$ cat src/rtl/dll_off_pkg.sv
// Package: shared encodings and state type for the DLL-off sequencer.
// Assumes a 2-bit operating-mode and self-refresh-type status from the controller.
package dll_off_pkg;
    localparam logic [1:0] OPM_NORMAL = 2'b01;
    localparam logic [1:0] OPM_SREF   = 2'b11;
    localparam logic [1:0] SRT_SW     = 2'b10;
    localparam logic [1:0] SRT_AUTO   = 2'b11;

    typedef enum logic [3:0] {
        ST_IDLE, ST_DRAIN, ST_MR_PREP, ST_MR_ISSUE, ST_MR_DONE,
        ST_SR_ENTER, ST_QD_OPEN, ST_QD_WRITE, ST_QD_CLOSE,
        ST_PHY_CFG, ST_SR_EXIT, ST_FIN, ST_ERR
    } seq_state_t;
endpackage

$ cat src/rtl/dll_off_status.sv
// Module: decodes the controller status into the three conditions the
// sequencer waits on. Purely combinational; assumes inputs are synchronous.
module dll_off_status
    import dll_off_pkg::*;
#(
    parameter int QD_W = 5
) (
    input  logic            wr_pipe_empty,
    input  logic            rd_pipe_empty,
    input  logic [QD_W-1:0] wrq_depth,
    input  logic [QD_W-1:0] lprq_depth,
    input  logic [QD_W-1:0] hprq_depth,
    input  logic [1:0]      op_mode,
    input  logic [1:0]      sr_type,
    output logic            drained,
    output logic            in_sw_sref,
    output logic            in_normal
);
    // Decode drain, software self-refresh and normal-operation conditions.
    always_comb begin
        drained    = wr_pipe_empty && rd_pipe_empty &&
                     (wrq_depth == '0) && (lprq_depth == '0) && (hprq_depth == '0);
        in_sw_sref = (op_mode == OPM_SREF) && (sr_type == SRT_SW);
        in_normal  = (op_mode == OPM_NORMAL) ||
                     ((op_mode == OPM_SREF) && (sr_type == SRT_AUTO));
    end
endmodule

$ cat src/rtl/dll_off_mrw_gen.sv
// Module: forms the address and value of each of the three mode-register
// writes from the step index. Assumes MR1/MR2 sources stay stable during a run.
module dll_off_mrw_gen #(
    parameter int MR_W  = 16,
    parameter int MRA_W = 3
) (
    input  logic [1:0]       step,
    input  logic [MR_W-1:0]  mr1_cur,
    input  logic [MR_W-1:0]  mr2_cur,
    output logic [MRA_W-1:0] addr,
    output logic [MR_W-1:0]  data
);
    localparam logic [MR_W-1:0] RTT_NOM_MASK = MR_W'((1 << 9) | (1 << 6) | (1 << 2));
    localparam logic [MR_W-1:0] RTT_WR_MASK  = MR_W'((1 << 10) | (1 << 9));
    localparam logic [MR_W-1:0] DLL_DIS_BIT  = MR_W'(1);

    logic [MR_W-1:0] mr1_quiet;

    // Select the register number and value for the current write step.
    always_comb begin
        mr1_quiet = mr1_cur & ~RTT_NOM_MASK;
        case (step)
            2'd0:    begin addr = MRA_W'(1); data = mr1_quiet; end
            2'd1:    begin addr = MRA_W'(2); data = mr2_cur & ~RTT_WR_MASK; end
            default: begin addr = MRA_W'(1); data = mr1_quiet | DLL_DIS_BIT; end
        endcase
    end
endmodule

$ cat src/rtl/dll_off_watchdog.sv
// Module: counts cycles spent in one wait state and flags expiry after
// LIMIT cycles. Restarts on every state change; idle when not waiting.
module dll_off_watchdog #(
    parameter int LIMIT = 4096
) (
    input  logic clk,
    input  logic rst_n,
    input  logic run,
    input  logic restart,
    output logic expired
);
    localparam int CW = $clog2(LIMIT + 1);
    logic [CW-1:0] cnt;

    // Advance the wait counter while a wait persists.
    always_ff @(posedge clk) begin
        if (!rst_n || restart || !run) cnt <= '0;
        else if (!expired)             cnt <= cnt + 1'b1;
    end

    assign expired = run && (cnt == CW'(LIMIT - 1));
endmodule

$ cat src/rtl/dll_off_seq.sv
// Module: top-level DLL-off transition sequencer. Walks a fixed order of
// drain, mode-register writes, self-refresh entry, quasi-dynamic update,
// PHY DLL programming, self-refresh exit and host reopen. Assumes MR inputs
// and the clock-range flag stay stable from start to done.
module dll_off_seq
    import dll_off_pkg::*;
#(
    parameter int MR_W       = 16,
    parameter int MRA_W      = 3,
    parameter int QD_W       = 5,
    parameter int LANES      = 2,
    parameter int WAIT_LIMIT = 4096
) (
    input  logic             clk,
    input  logic             rst_n,
    input  logic             start,
    input  logic [MR_W-1:0]  mr1_cur,
    input  logic [MR_W-1:0]  mr2_cur,
    input  logic             clk_below_100m,
    input  logic             wr_pipe_empty,
    input  logic             rd_pipe_empty,
    input  logic [QD_W-1:0]  wrq_depth,
    input  logic [QD_W-1:0]  lprq_depth,
    input  logic [QD_W-1:0]  hprq_depth,
    input  logic [1:0]       op_mode,
    input  logic [1:0]       sr_type,
    input  logic             mrw_busy,
    input  logic             sw_done_ack,
    output logic             hif_disable,
    output logic             mrw_req,
    output logic [MRA_W-1:0] mrw_addr,
    output logic [MR_W-1:0]  mrw_data,
    output logic             sr_sw_req,
    output logic             sw_done,
    output logic             dll_off_mode,
    output logic             phy_bypass_hi,
    output logic             ac_dll_dis,
    output logic [LANES-1:0] dx_dll_dis,
    output logic             done,
    output logic             err
);
    localparam logic [1:0] LAST_MRW = 2'd2;

    seq_state_t state, state_n;
    logic [1:0] mrw_step;
    logic drained, in_sw_sref, in_normal;
    logic waiting, wd_expired, lane_set;

    dll_off_status #(.QD_W(QD_W)) u_status (
        .wr_pipe_empty(wr_pipe_empty), .rd_pipe_empty(rd_pipe_empty),
        .wrq_depth(wrq_depth), .lprq_depth(lprq_depth), .hprq_depth(hprq_depth),
        .op_mode(op_mode), .sr_type(sr_type),
        .drained(drained), .in_sw_sref(in_sw_sref), .in_normal(in_normal)
    );

    dll_off_mrw_gen #(.MR_W(MR_W), .MRA_W(MRA_W)) u_mrw (
        .step(mrw_step), .mr1_cur(mr1_cur), .mr2_cur(mr2_cur),
        .addr(mrw_addr), .data(mrw_data)
    );

    dll_off_watchdog #(.LIMIT(WAIT_LIMIT)) u_wd (
        .clk(clk), .rst_n(rst_n), .run(waiting),
        .restart(state_n != state), .expired(wd_expired)
    );

    // Mark the states that hold on an external condition.
    always_comb begin
        case (state)
            ST_DRAIN, ST_MR_PREP, ST_MR_ISSUE, ST_MR_DONE, ST_SR_ENTER,
            ST_QD_OPEN, ST_QD_CLOSE, ST_SR_EXIT: waiting = 1'b1;
            default:                             waiting = 1'b0;
        endcase
    end

    // Next-state selection for the transition sequence.
    always_comb begin
        state_n = state;
        case (state)
            ST_IDLE:     if (start) state_n = ST_DRAIN;
            ST_DRAIN:    if (drained) state_n = ST_MR_PREP;
            ST_MR_PREP:  if (!mrw_busy) state_n = ST_MR_ISSUE;
            ST_MR_ISSUE: if (mrw_busy) state_n = ST_MR_DONE;
            ST_MR_DONE:  if (!mrw_busy)
                             state_n = (mrw_step == LAST_MRW) ? ST_SR_ENTER : ST_MR_PREP;
            ST_SR_ENTER: if (in_sw_sref) state_n = ST_QD_OPEN;
            ST_QD_OPEN:  if (!sw_done_ack) state_n = ST_QD_WRITE;
            ST_QD_WRITE: state_n = ST_QD_CLOSE;
            ST_QD_CLOSE: if (sw_done_ack) state_n = ST_PHY_CFG;
            ST_PHY_CFG:  state_n = ST_SR_EXIT;
            ST_SR_EXIT:  if (in_normal) state_n = ST_FIN;
            ST_FIN:      if (start) state_n = ST_DRAIN;
            default:     state_n = ST_ERR;
        endcase
        if (waiting && wd_expired && (state_n == state)) state_n = ST_ERR;
    end

    // State register and the write-step index.
    always_ff @(posedge clk) begin
        if (!rst_n) begin
            state    <= ST_IDLE;
            mrw_step <= 2'd0;
        end else begin
            state <= state_n;
            if (state == ST_DRAIN)
                mrw_step <= 2'd0;
            else if (state == ST_MR_DONE && state_n == ST_MR_PREP)
                mrw_step <= mrw_step + 2'd1;
        end
    end

    // Sticky control outputs updated on the transitions that own them.
    always_ff @(posedge clk) begin
        if (!rst_n) begin
            hif_disable   <= 1'b0;
            sr_sw_req     <= 1'b0;
            dll_off_mode  <= 1'b0;
            phy_bypass_hi <= 1'b0;
            ac_dll_dis    <= 1'b0;
        end else begin
            if (state_n == ST_DRAIN && state != ST_DRAIN) hif_disable <= 1'b1;
            if (state == ST_SR_EXIT && state_n == ST_FIN)  hif_disable <= 1'b0;
            if (state == ST_MR_DONE && state_n == ST_SR_ENTER) sr_sw_req <= 1'b1;
            if (state == ST_PHY_CFG) begin
                sr_sw_req     <= 1'b0;
                phy_bypass_hi <= !clk_below_100m;
                ac_dll_dis    <= 1'b1;
            end
            if (state == ST_QD_OPEN && state_n == ST_QD_WRITE) dll_off_mode <= 1'b1;
        end
    end

    assign lane_set = (state == ST_PHY_CFG);

    // One disable flop per byte lane.
    for (genvar g = 0; g < LANES; g++) begin : g_lane
        always_ff @(posedge clk) begin
            if (!rst_n)        dx_dll_dis[g] <= 1'b0;
            else if (lane_set) dx_dll_dis[g] <= 1'b1;
        end
    end

    // Decoded handshake and completion outputs.
    always_comb begin
        mrw_req = (state == ST_MR_ISSUE);
        sw_done = !((state == ST_QD_OPEN) || (state == ST_QD_WRITE));
        done    = (state == ST_FIN);
        err     = (state == ST_ERR);
    end
endmodule

$ cat config.mk
export PLATFORM = sky130hd
export DESIGN_NAME = dll_off_seq
export DESIGN_NICKNAME = d
export VERILOG_FILES = /design/src/rtl/dll_off_pkg.sv /design/src/rtl/dll_off_status.sv /design/src/rtl/dll_off_mrw_gen.sv /design/src/rtl/dll_off_watchdog.sv /design/src/rtl/dll_off_seq.sv
export SDC_FILE = /design/constraint.sdc
export NUM_CORES = 1
export LEC_CHECK = 0
export BUFFER_PORTS_ARGS = -buffer_cell sky130_fd_sc_hd__buf_2
export CAP_MARGIN = 5
export CORE_ASPECT_RATIO = 0.75
export CORE_MARGIN = 2
export CORE_UTILIZATION = 40
export DETAILED_ROUTE_END_ITERATION = 10
export PLACE_DENSITY = 0.81
export RECOVER_POWER = 50
export SLEW_MARGIN = 30
export SYNTH_ARGS = -nofsm -noshare
export SYNTH_HDL_FRONTEND = slang
export SYNTH_SLANG_ARGS = --single-unit
$ cat constraint.sdc
create_clock -name clk -period 6.13 [get_ports clk]
set_input_delay 0.3065 -clock clk [delete_from_list [all_inputs] [get_ports clk]]
set_output_delay 0.3065 -clock clk [all_outputs]
set_load 0.01 [all_outputs]
# [Word-level counts from Yosys, hierarchy flattened]
# Memories as Yosys holds them, arrays and structs flattened. A register that Yosys moved wholly into a read port is not among the register bits.
# Index checks and enable logic that the tools add are counted.
[word_totals] memories=1 latchBits=0 romBits=16 ff_bits=24 wordCells=85 out_inout_bits=30 input_bits=59 ram_bits=0
[mem_list] memory="(name not given)" depth=16 width=1 rd=1 rd_ports_with_merged_regs=1 wr=0 line_no="dll_off_seq.sv:68" text="case (state)"
[classes] magnitude_cmp=0 n_mul=0 bitwise=1 shifts=0 div_mod_pow=0 n_addsub=2 mux=15 n_reduce_logical=31 n_eq_ne=27
[op_table] cell="$mux W4" n=11
[op_table] cell="$pmux W4 S11" n=1
[op_table] cell="$pmux W16 S2" n=1
[op_table] cell="$eq A4 B3 Y1 const B" n=6
[op_table] cell="$eq A4 B4 Y1 const B" n=6
[op_table] cell="$logic_not A5 Y1" n=3
[op_table] cell="$logic_and A1 B1 Y1" n=14
[op_table] cell="$add A13 B1 Y13 const B" n=1
[op_table] cell="$eq A13 B12 Y1 const B" n=1
[op_table] cell="$eq A4 B2 Y1 const B" n=3
[op_table] cell="$eq A2 B2 Y1 const B" n=4
[op_table] cell="$eq A4 B1 Y1 const B" n=2
[op_table] cell="$reduce_or A2 Y1" n=4
[op_table] cell="$eq A2 B1 Y1 const B" n=2
[op_table] cell="$eq A4 B4 Y1" n=1
[op_table] cell="$logic_not A1 Y1" n=4
[op_table] cell="$logic_not A4 Y1" n=1
[op_table] cell="$logic_or A1 B1 Y1" n=4
[op_table] cell="$ne A4 B1 Y1 const B" n=1
[op_table] cell="$ne A4 B4 Y1" n=1
[op_table] cell="$mux W3" n=1
[op_table] cell="$add A2 B1 Y2 const B" n=1
[op_table] cell="$logic_not A2 Y1" n=1
[op_table] cell="$mux W2" n=1
[op_table] cell="$not A1 Y1" n=1

# [Logic depth before layout (Yosys ltp)]
# Gate-level depths: netlist (run 1).
[logic_depth] depth_word=12 ltp_mapped=9

# [Modules after synthesis]
# Synthesis (run 1) repeated with hierarchy kept, for this count alone.
[hier_totals] hier_cells=219 area_unflattened_um2=1920.6
[by_module_without_submodules] module="dll_off_seq" n_inst=1 cells_per_inst=115 area_per_inst_um2=967.2
[by_module_without_submodules] module="dll_off_watchdog" n_inst=1 cells_per_inst=73 area_per_inst_um2=650.6
[by_module_without_submodules] module="dll_off_mrw_gen" n_inst=1 cells_per_inst=22 area_per_inst_um2=237.7
[by_module_without_submodules] module="dll_off_status" n_inst=1 cells_per_inst=9 area_per_inst_um2=65.1

# [Least setup slack after synthesis (run 1)]
# No wires, ideal clock.
[synth_path] kind="register to register" startpoint="reg mrw_step[0]" endpoint="reg u_wd.cnt[2]" path_buffers=1 stages_incl_launch_ff=10 setup_ns=0.127 t_arrival_ns=1.807 slack_ns=4.196 t_required_ns=6.003 synth_period_minus_slack_ns=1.934 cell_sequence="dfxtp_1 inv_1 ha_1 nor4b_1 a22oi_1 and4_4 nor2b_4 o2111ai_4 buf_6 nor3_2"
[synth_between] elab_chain_len=10
[synth_rtl] item="start, declared" line_no="dll_off_seq.sv:45" text="logic [1:0] mrw_step;"
[synth_rtl] item="start signal, assigned" line_no="dll_off_seq.sv:107" text="mrw_step <= mrw_step + 2'd1;"
[synth_rtl] item="$eq A2 B2 Y1 (*)" line_no="dll_off_seq.sv:84" text="state_n = (mrw_step == LAST_MRW) ? ST_SR_ENTER : ST_MR_PREP;"
[synth_rtl] item="$mux W3 (*)" line_no="dll_off_seq.sv:84"
[synth_rtl] item="$mux W4 (*)" line_no="dll_off_seq.sv:83" text="ST_MR_DONE: if (!mrw_busy)"
[synth_rtl] item="$pmux W4 S11 (*)" line_no="dll_off_seq.sv:78" text="case (state)"
[synth_rtl] item="$eq A4 B4 Y1" line_no="dll_off_seq.sv:94" text="if (waiting && wd_expired && (state_n == state)) state_n = ST_ERR;"
[synth_rtl] item="$logic_and A1 B1 Y1" line_no="dll_off_seq.sv:94"
[synth_rtl] item="$mux W4 (*)" line_no="dll_off_seq.sv:94"
[synth_rtl] item="$ne A4 B4 Y1 (*)" line_no="dll_off_seq.sv:63" text=".restart(state_n != state), .expired(wd_expired)"
[synth_rtl] item="$logic_or A1 B1 Y1 (*) (2 in a row)" line_no="dll_off_watchdog.sv:17" text="if (!rst_n || restart || !run) cnt <= '0;"
[synth_rtl] item="end signal, assigned" line_no="dll_off_watchdog.sv:18" text="else if (!expired) cnt <= cnt + 1'b1;"
[synth_rtl] item="end, declared" line_no="dll_off_watchdog.sv:13" text="logic [CW-1:0] cnt;"
# Every way passes the cells marked *; elsewhere a longest branch is shown, timed or not.
# A chain may end at the register's enable or synchronous reset.

# [Worst setup path after layout (run 1)]
[layout_path] startpoint="reg state[0]" endpoint="reg u_wd.cnt[9]"
[layout_between] elab_chain_len=9 elab_cells_between_ends=29 cone_classes="13 x eq/ne; 11 x mux; 5 x reduce/logical"
[layout_rtl] item="start, declared" line_no="dll_off_seq.sv:44" text="seq_state_t state, state_n;"
[layout_rtl] item="start signal, assigned" line_no="dll_off_seq.sv:103" text="state <= state_n;"
[layout_rtl] item="$eq A4 B4 Y1 or $logic_not A4 Y1 (tied branches)" line_no="dll_off_seq.sv:78"
[layout_rtl] item="$reduce_or A2 Y1 (no source line)"
[layout_rtl] item="$pmux W4 S11" line_no="dll_off_seq.sv:78"
[layout_rtl] item="$eq A4 B4 Y1" line_no="dll_off_seq.sv:94"
[layout_rtl] item="$logic_and A1 B1 Y1" line_no="dll_off_seq.sv:94"
[layout_rtl] item="$mux W4" line_no="dll_off_seq.sv:94"
[layout_rtl] item="$ne A4 B4 Y1 (*)" line_no="dll_off_seq.sv:63"
[layout_rtl] item="$logic_or A1 B1 Y1 (*) (2 in a row)" line_no="dll_off_watchdog.sv:17"
# Marks and branches as above.

==> impl_metrics.py, run 1 <==
metrics = {
    "status": {
        "outcome": "finished clean",
    },
    "floorplan": {
        "core-area_um2": 4493,
        "num_io_pins": 89,
        "die_h_um": 63.26,
        "initial_core_util": 0.4169,
        "die_w_um": 83.02,
        "rows": 21,
        "die_area_um2": 5252,
    },
    "clocking": {
        "clk_pin_slew_worst_paths_ns": 0.08,
        "clock_path_buffers": 2,
        "cts_inserted_buffers": 3,
        "insertion_delay_ns": 0.27,
        "cts_tree": "done",
        "cts_setup_buffers": 0,
        "htreeDepth": 1,
        "post_cts_resized": 0,
        "cts-root-buf": "clkbuf_8",
        "hold_buffers": 0,
        "cts_sinks": 25,
    },
    "route": {
        "first_pass_iters": 4,
        "wl_per_cell_um": 12.89,
        "drtAntennaViolNets": 0,
        "drcViolationCount": 0,
        "drt-total-wl_mm": 4.397,
        "via_per_inst": 5.437,
        "vias": 1854,
        "drt_iter0_markers": 97,
    },
    "logic_synthesis": {
        "synthArstFlopShare": 0,
        "avgSynthCellArea_um2": 8.672,
        "synthTopCellsByArea": "dfxtp_1, nor3_2, a22o_1, nand2_1, xor2_1",
        "synthesis.instances": 216,
        "synth_common_cells": "dfxtp_1, nand2_1, nor2_1",
        "yosysMostFrequentCell": "dfxtp_1",
        "yosys_warnings": 0,
        "ys_ff_latch": 25,
        "synth_top_area_share": 0.2672,
        "yosysTopAreaCell": "dfxtp_1",
        "yosysSeqAreaShare": 0.2672,
        "synth_area_um2": 1873,
        "synth_flop_cell": "dfxtp_1",
        "ys_types": 59,
        "synth_edf_count": 0,
    },
    "worst_setup_path": {
        "r2r_setup_slack_ns": 3.24,
        "crit_start": "state[0]$_SDFF_PN0_",
        "critPathArrivalTime_ns": 3.00,
        "r2r-end": "u_wd.cnt[9]$_SDFFE_PP0N_",
        "slowest_stage": "dfxtp_1",
        "critPathKind": "register to register",
        "critPathRequiredTime_ns": 6.24,
        "critical-path-max-stage-delay_ns": 0.77,
        "crit_chain": "nand2b_1 > or3_1 > nor3_1 > nor2_1 > a32oi_2 > a211oi_1",
        "reg2reg_from": "state[0]$_SDFF_PN0_",
        "crit_fanout": 20,
        "r2r_cells": 6,
        "startpoint_type": "register",
        "cp-end-kind": "register",
        "cp_top_family": "simple AND/OR/NAND/NOR gates",
        "path_depth": 6,
        "crit_buf_inv": 0,
        "critPathCapture": "u_wd.cnt[9]$_SDFFE_PP0N_",
    },
    "sta": {
        "fin_skew_ns": 0.002293,
        "period_share": 0.4709,
        "tns_ns": 0,
        "holdWs_ns": 0.3026,
        "rsz0062_at_grt": "false",
        "max_freq_mhz": 346.4,
        "tightest_slew_ns": 0.9032,
        "post-route-min-period_ns": 2.886,
        "setup_viol": 0,
        "setup_ws_ns": 3.244,
        "final-max-slew-violation-count": 0,
        "relSlewSlack": 0.3979,
        "hold_viol_final": 0,
    },
    "pwr": {
        "finalPower_mw": 0.3181,
        "p_leak_nw": 0.9142,
        "vdd_drop_max_mv": 0.06868,
        "power.density_nw_per_um2": 141.9,
    },
    "global_routing": {
        "grt_max_degree": 21,
        "grt_pass1_vias": 1705,
        "grt_usage": 0.1644,
        "grt_antenna_before_repair": 0,
        "grt_pass1_wl_mm": 7.376,
        "overflow": 0,
    },
    "cells_and_area": {
        "nets": 348,
        "drive_above_1_share": 0.3028,
        "diodes": 0,
        "fill_cells": 458,
        "syn_to_final_growth_pct": 19.71,
    },
    "worst_hold_path": {
        "hold_class": "input pin to register",
    },
    "place": {
        "place_congestion": 0.8432,
        "place_ws_ns": 3.392,
        "dpl.hpwl_mm": 3.450,
        "io_buffers": 81,
    },
    "run": {
        "maxCapViolCount": 0,
    },
}
flip-flops by register name, indices dropped and copies added (netlist names):
name	count
dll_off_mode	1
waiting	1
sr_sw_req	1
hif_disable	1
dx_dll_dis	1
u_wd.cnt	13
mrw_step	2
phy_bypass_hi	1
state	4
cells by family (layout without fill, tap and decap cells):
family                   after synthesis  in the layout  synth area share
other                                  1              2          0.002002
AND/OR/NAND/NOR                      100            100            0.3420
AO/OA/AOI/OAI                         52             52            0.2318
buffers and inverters                 21             88           0.06747
adder cells (fa/ha/maj)                4              4           0.02672
multiplexers                           2              2           0.01136
flip-flops                            25             25            0.2672
XOR/XNOR                              11             11           0.05143
layout make-up:
class	instances	area, µm²	area share
clock buffer	3	41.29	0.01842
clock inverter	1	5.005	0.002232
inverter	3	11.26	0.005022
multi-input combinational	171	1227	0.5474
sequential	25	500.5	0.2232
tap	57	71.32	0.03181
timing repair buffer	81	385.4	0.1719
per-stage QoR:
step | util | cell area [µm²] | instances
floorplan | - | 1877 | 217
global placement | 0.4982 | 2238 | 337
detailed placement | 0.4982 | 2238 | 337
CTS | 0.5085 | 2285 | 341
global route | 0.4990 | 2242 | 341
finish | 0.4990 | 2242 | 341
per-layer routing:
layer,global-route usage,vias up,part of all wire
li1,-,936,-
met1,0.2091,848,0.46
met2,0.2772,62,0.47
met3,0.03539,8,0.060
met4,0.05533,0,0.014
met5,0,-,0
tightest hold or removal path, delay by kind of cell:
family / cells / cell delay, ns
AOI/OAI and AO/OA: 1 / 0.11
and+or+nand+nor: 1 / 0.04
buffers and inverters: 1 / 0.08
layout by cell type (no fill, tap or decap), drive strengths merged, types with 5 or more instances in the layout:
master  instances
clkbuf         19
nor2           13
dfxtp          25
xor2            7
a211oi          5
nand2          19
nand2b          7
buf            65
o21ai           7
nand3           7
nor3           17
a22o           11
and2            6
worst min path at each step:
stage	startpoint	end	slack (ns)	cells after the start
after floorplan	u_wd.cnt[12]$_SDFFE_PP0N_	u_wd.cnt[12]$_SDFFE_PP0N_	0.44	2
after global placement	u_wd.cnt[12]$_SDFFE_PP0N_	u_wd.cnt[12]$_SDFFE_PP0N_	0.46	2
after detailed placement	u_wd.cnt[12]$_SDFFE_PP0N_	u_wd.cnt[12]$_SDFFE_PP0N_	0.47	2
after CTS	clk_below_100m	phy_bypass_hi$_SDFFE_PN0P_	0.30	3
after global routing	clk_below_100m	phy_bypass_hi$_SDFFE_PN0P_	0.31	3
final	clk_below_100m	phy_bypass_hi$_SDFFE_PN0P_	0.30	3
power by group:
group	total, mW	leakage [nW]	switching [mW]	internal, mW
registers	0.169	0.202	0.00481	0.165
logic	0.0529	0.686	0.0252	0.0277
clock network	0.0958	0.0255	0.0504	0.0455
No activity file was read; power rests on OpenSTA's default activity.
==> inputs of run 2 (changes only) <==
==> constraint.sdc (replaced) <==
create_clock -name clk -period 2.95 [get_ports clk]
set_input_delay 0.1475 -clock clk [delete_from_list [all_inputs] [get_ports clk]]
set_output_delay 0.1475 -clock clk [all_outputs]
set_load 0.01 [all_outputs]
==> impl_metrics.py, run 2 (same netlist as run 1, synthesis figures left out) <==
metrics = {
    "worst_setup_path": {
        "cp_top_family": "compound AO/OA/AOI/OAI gates",
        "critPathRequiredTime_ns": 3.14,
        "cp-end-kind": "register",
        "crit_fanout": 13,
        "path_depth": 8,
        "slowest_stage": "dfxtp_1",
        "critPathArrivalTime_ns": 2.61,
        "crit_chain": "clkbuf_1 > nand2_1 > a211oi_1 > nor2_1 > nand2_1 > a32oi_2 > buf_4 > a211oi_1",
        "startpoint_type": "register",
        "crit_buf_inv": 2,
        "critical-path-max-stage-delay_ns": 0.57,
        "r2r_cells": 8,
        "critPathKind": "register to register",
    },
    "cells_and_area": {
        "top_register": "u_wd.cnt",
        "syn_to_final_growth_pct": 21.64,
        "diodes": 0,
        "fill_cells": 441,
        "mostFrequentLayoutCell": "buf_2",
        "layout_common_cells": "buf_2, dfxtp_1, nand2_1, clkbuf_1, nor2_1",
        "top_regs": "u_wd.cnt x13, state x4, mrw_step x2",
        "drive_above_1_share": 0.3101,
        "largest_reg_flops": 13,
        "regArea_um2": 500.5,
        "multi_input_area_um2": 1250,
        "nets": 351,
        "fin_cells": 344,
    },
    "pwr": {
        "p_comb_frac": 0.172,
        "swShare": 0.2541,
        "p_leak_nw": 0.9263,
        "p_clk_frac": 0.304,
        "internal_power_mw": 0.4975,
        "vdd_drop_max_mv": 0.1396,
        "p_seq_frac": 0.523,
        "power.density_nw_per_um2": 292.7,
        "p_sw_mw": 0.1694,
    },
    "floorplan": {
        "die_h_um": 63.26,
        "rows": 21,
        "initial_core_util": 0.4169,
        "die_area_um2": 5252,
        "num_io_pins": 89,
        "core-area_um2": 4493,
        "die_w_um": 83.02,
    },
    "clocking": {
        "cts-root-buf": "clkbuf_8",
        "cts_inserted_buffers": 3,
        "insertion_delay_ns": 0.27,
        "hold_buffers": 0,
        "cts_tree": "done",
        "cts_setup_buffers": 0,
        "htreeDepth": 1,
        "post_cts_resized": 0,
        "cts_sinks": 25,
        "clock_path_buffers": 2,
        "clk_pin_slew_worst_paths_ns": 0.08,
    },
    "route": {
        "routed.top_layer": "met4",
        "via_per_inst": 5.294,
        "drt-total-wl_mm": 4.452,
        "drcViolationCount": 0,
        "vias": 1821,
        "wl_met3_um": 266,
        "drt_iter0_markers": 75,
        "wl_met1_mm": 2.050,
        "first_pass_iters": 4,
        "wl_per_cell_um": 12.94,
        "drtAntennaViolNets": 0,
        "wl_met2_mm": 2.072,
    },
    "global_routing": {
        "grt_max_degree": 19,
        "grt_pass1_vias": 1666,
        "overflow": 0,
        "grt_pass1_wl_mm": 7.458,
        "grt_usage": 0.1681,
        "grt_antenna_before_repair": 0,
    },
    "run": {
        "maxCapViolCount": 0,
    },
    "place": {
        "io_buffers": 81,
        "numPlacedInstances": 340,
        "dpl.hpwl_mm": 3.437,
        "place_congestion": 0.8525,
    },
    "sta": {
        "post-route-min-period_ns": 2.425,
        "period_share": 0.8222,
        "holdWs_ns": 0.1403,
        "tightest_slew_ns": 0.5595,
        "setup_viol": 0,
        "relSlewSlack": 0.6270,
        "tns_ns": 0,
        "fin_skew_ns": 0.006002,
        "max_freq_mhz": 412.3,
        "final-max-slew-violation-count": 0,
        "rsz0062_at_grt": "false",
        "hold_viol_final": 0,
    },
    "status": {
        "outcome": "finished clean",
    },
    "worst_hold_path": {
        "hold_class": "input pin to register",
        "hold_path_depth": 3,
    },
}
==> run 2: changes by cell type in the layout (fill, tap and decap cells not counted), sizes merged <==
| cell | previous run | this run |
|---|---|---|
| buf | 65 | 66 |
| clkinv | 1 | 0 |
| clkbuf | 19 | 22 |
==> run 2: final timing paths <==
kind,start,endpoint,slack (ns)
setup / recovery,state[0]$_SDFF_PN0_,u_wd.cnt[9]$_SDFFE_PP0N_,0.52
hold / removal,clk_below_100m,phy_bypass_hi$_SDFFE_PN0P_,0.14
setup reg to reg,state[0]$_SDFF_PN0_,u_wd.cnt[9]$_SDFFE_PP0N_,0.52
hold reg to reg,u_wd.cnt[12]$_SDFFE_PP0N_,u_wd.cnt[12]$_SDFFE_PP0N_,0.49
==> run 2: power groups by stage <==
stage	Combinational (mW)	Sequential, mW	Clock (mW)
5_1_grt	0.127	0.350	0.221
3_5_place_dp	0.116	0.357	0
2_1_floorplan	0.0673	0.354	0
3_3_place_gp	0.115	0.357	0
4_1_cts	0.116	0.349	0.210
6_report	0.115	0.349	0.203
==> run 2: layer usage <==
metal | vias up | GRT usage
met5 | - | 0
met3 | 4 | 0.03145
met4 | 0 | 0.06557
li1 | 945 | -
met2 | 58 | 0.2813
met1 | 814 | 0.2149
==> run 2: metrics by stage <==
stage / utilization / setup slack [ns] / power [mW] / area (µm²)
floorplan: - / 1.016 / 0.4208 / 1877
global placement: 0.5032 / 0.6512 / 0.4717 / 2261
detailed placement: 0.5032 / 0.5834 / 0.4728 / 2261
CTS: 0.5132 / 0.5624 / 0.6756 / 2306
global route: 0.5071 / 0.2880 / 0.6977 / 2278
finish: 0.5071 / 0.5246 / 0.6669 / 2278
==> run 2: cell type report <==
cell class	count	share of cell area
repair buffers	84	0.1757
well taps	57	0.03130
inverters	3	0.004942
multi-input cells	171	0.5486
clock buffers	4	0.01977
flip-flops and latches	25	0.2197
==> run 2: worst register-to-register path, cell delays in order, from the launching register on <==
cell,delay [ns]
dfxtp_1,0.57
clkbuf_1,0.37
nand2_1,0.19
a211oi_1,0.38
nor2_1,0.16
nand2_1,0.11
a32oi_2,0.10
buf_4,0.24
a211oi_1,0.22
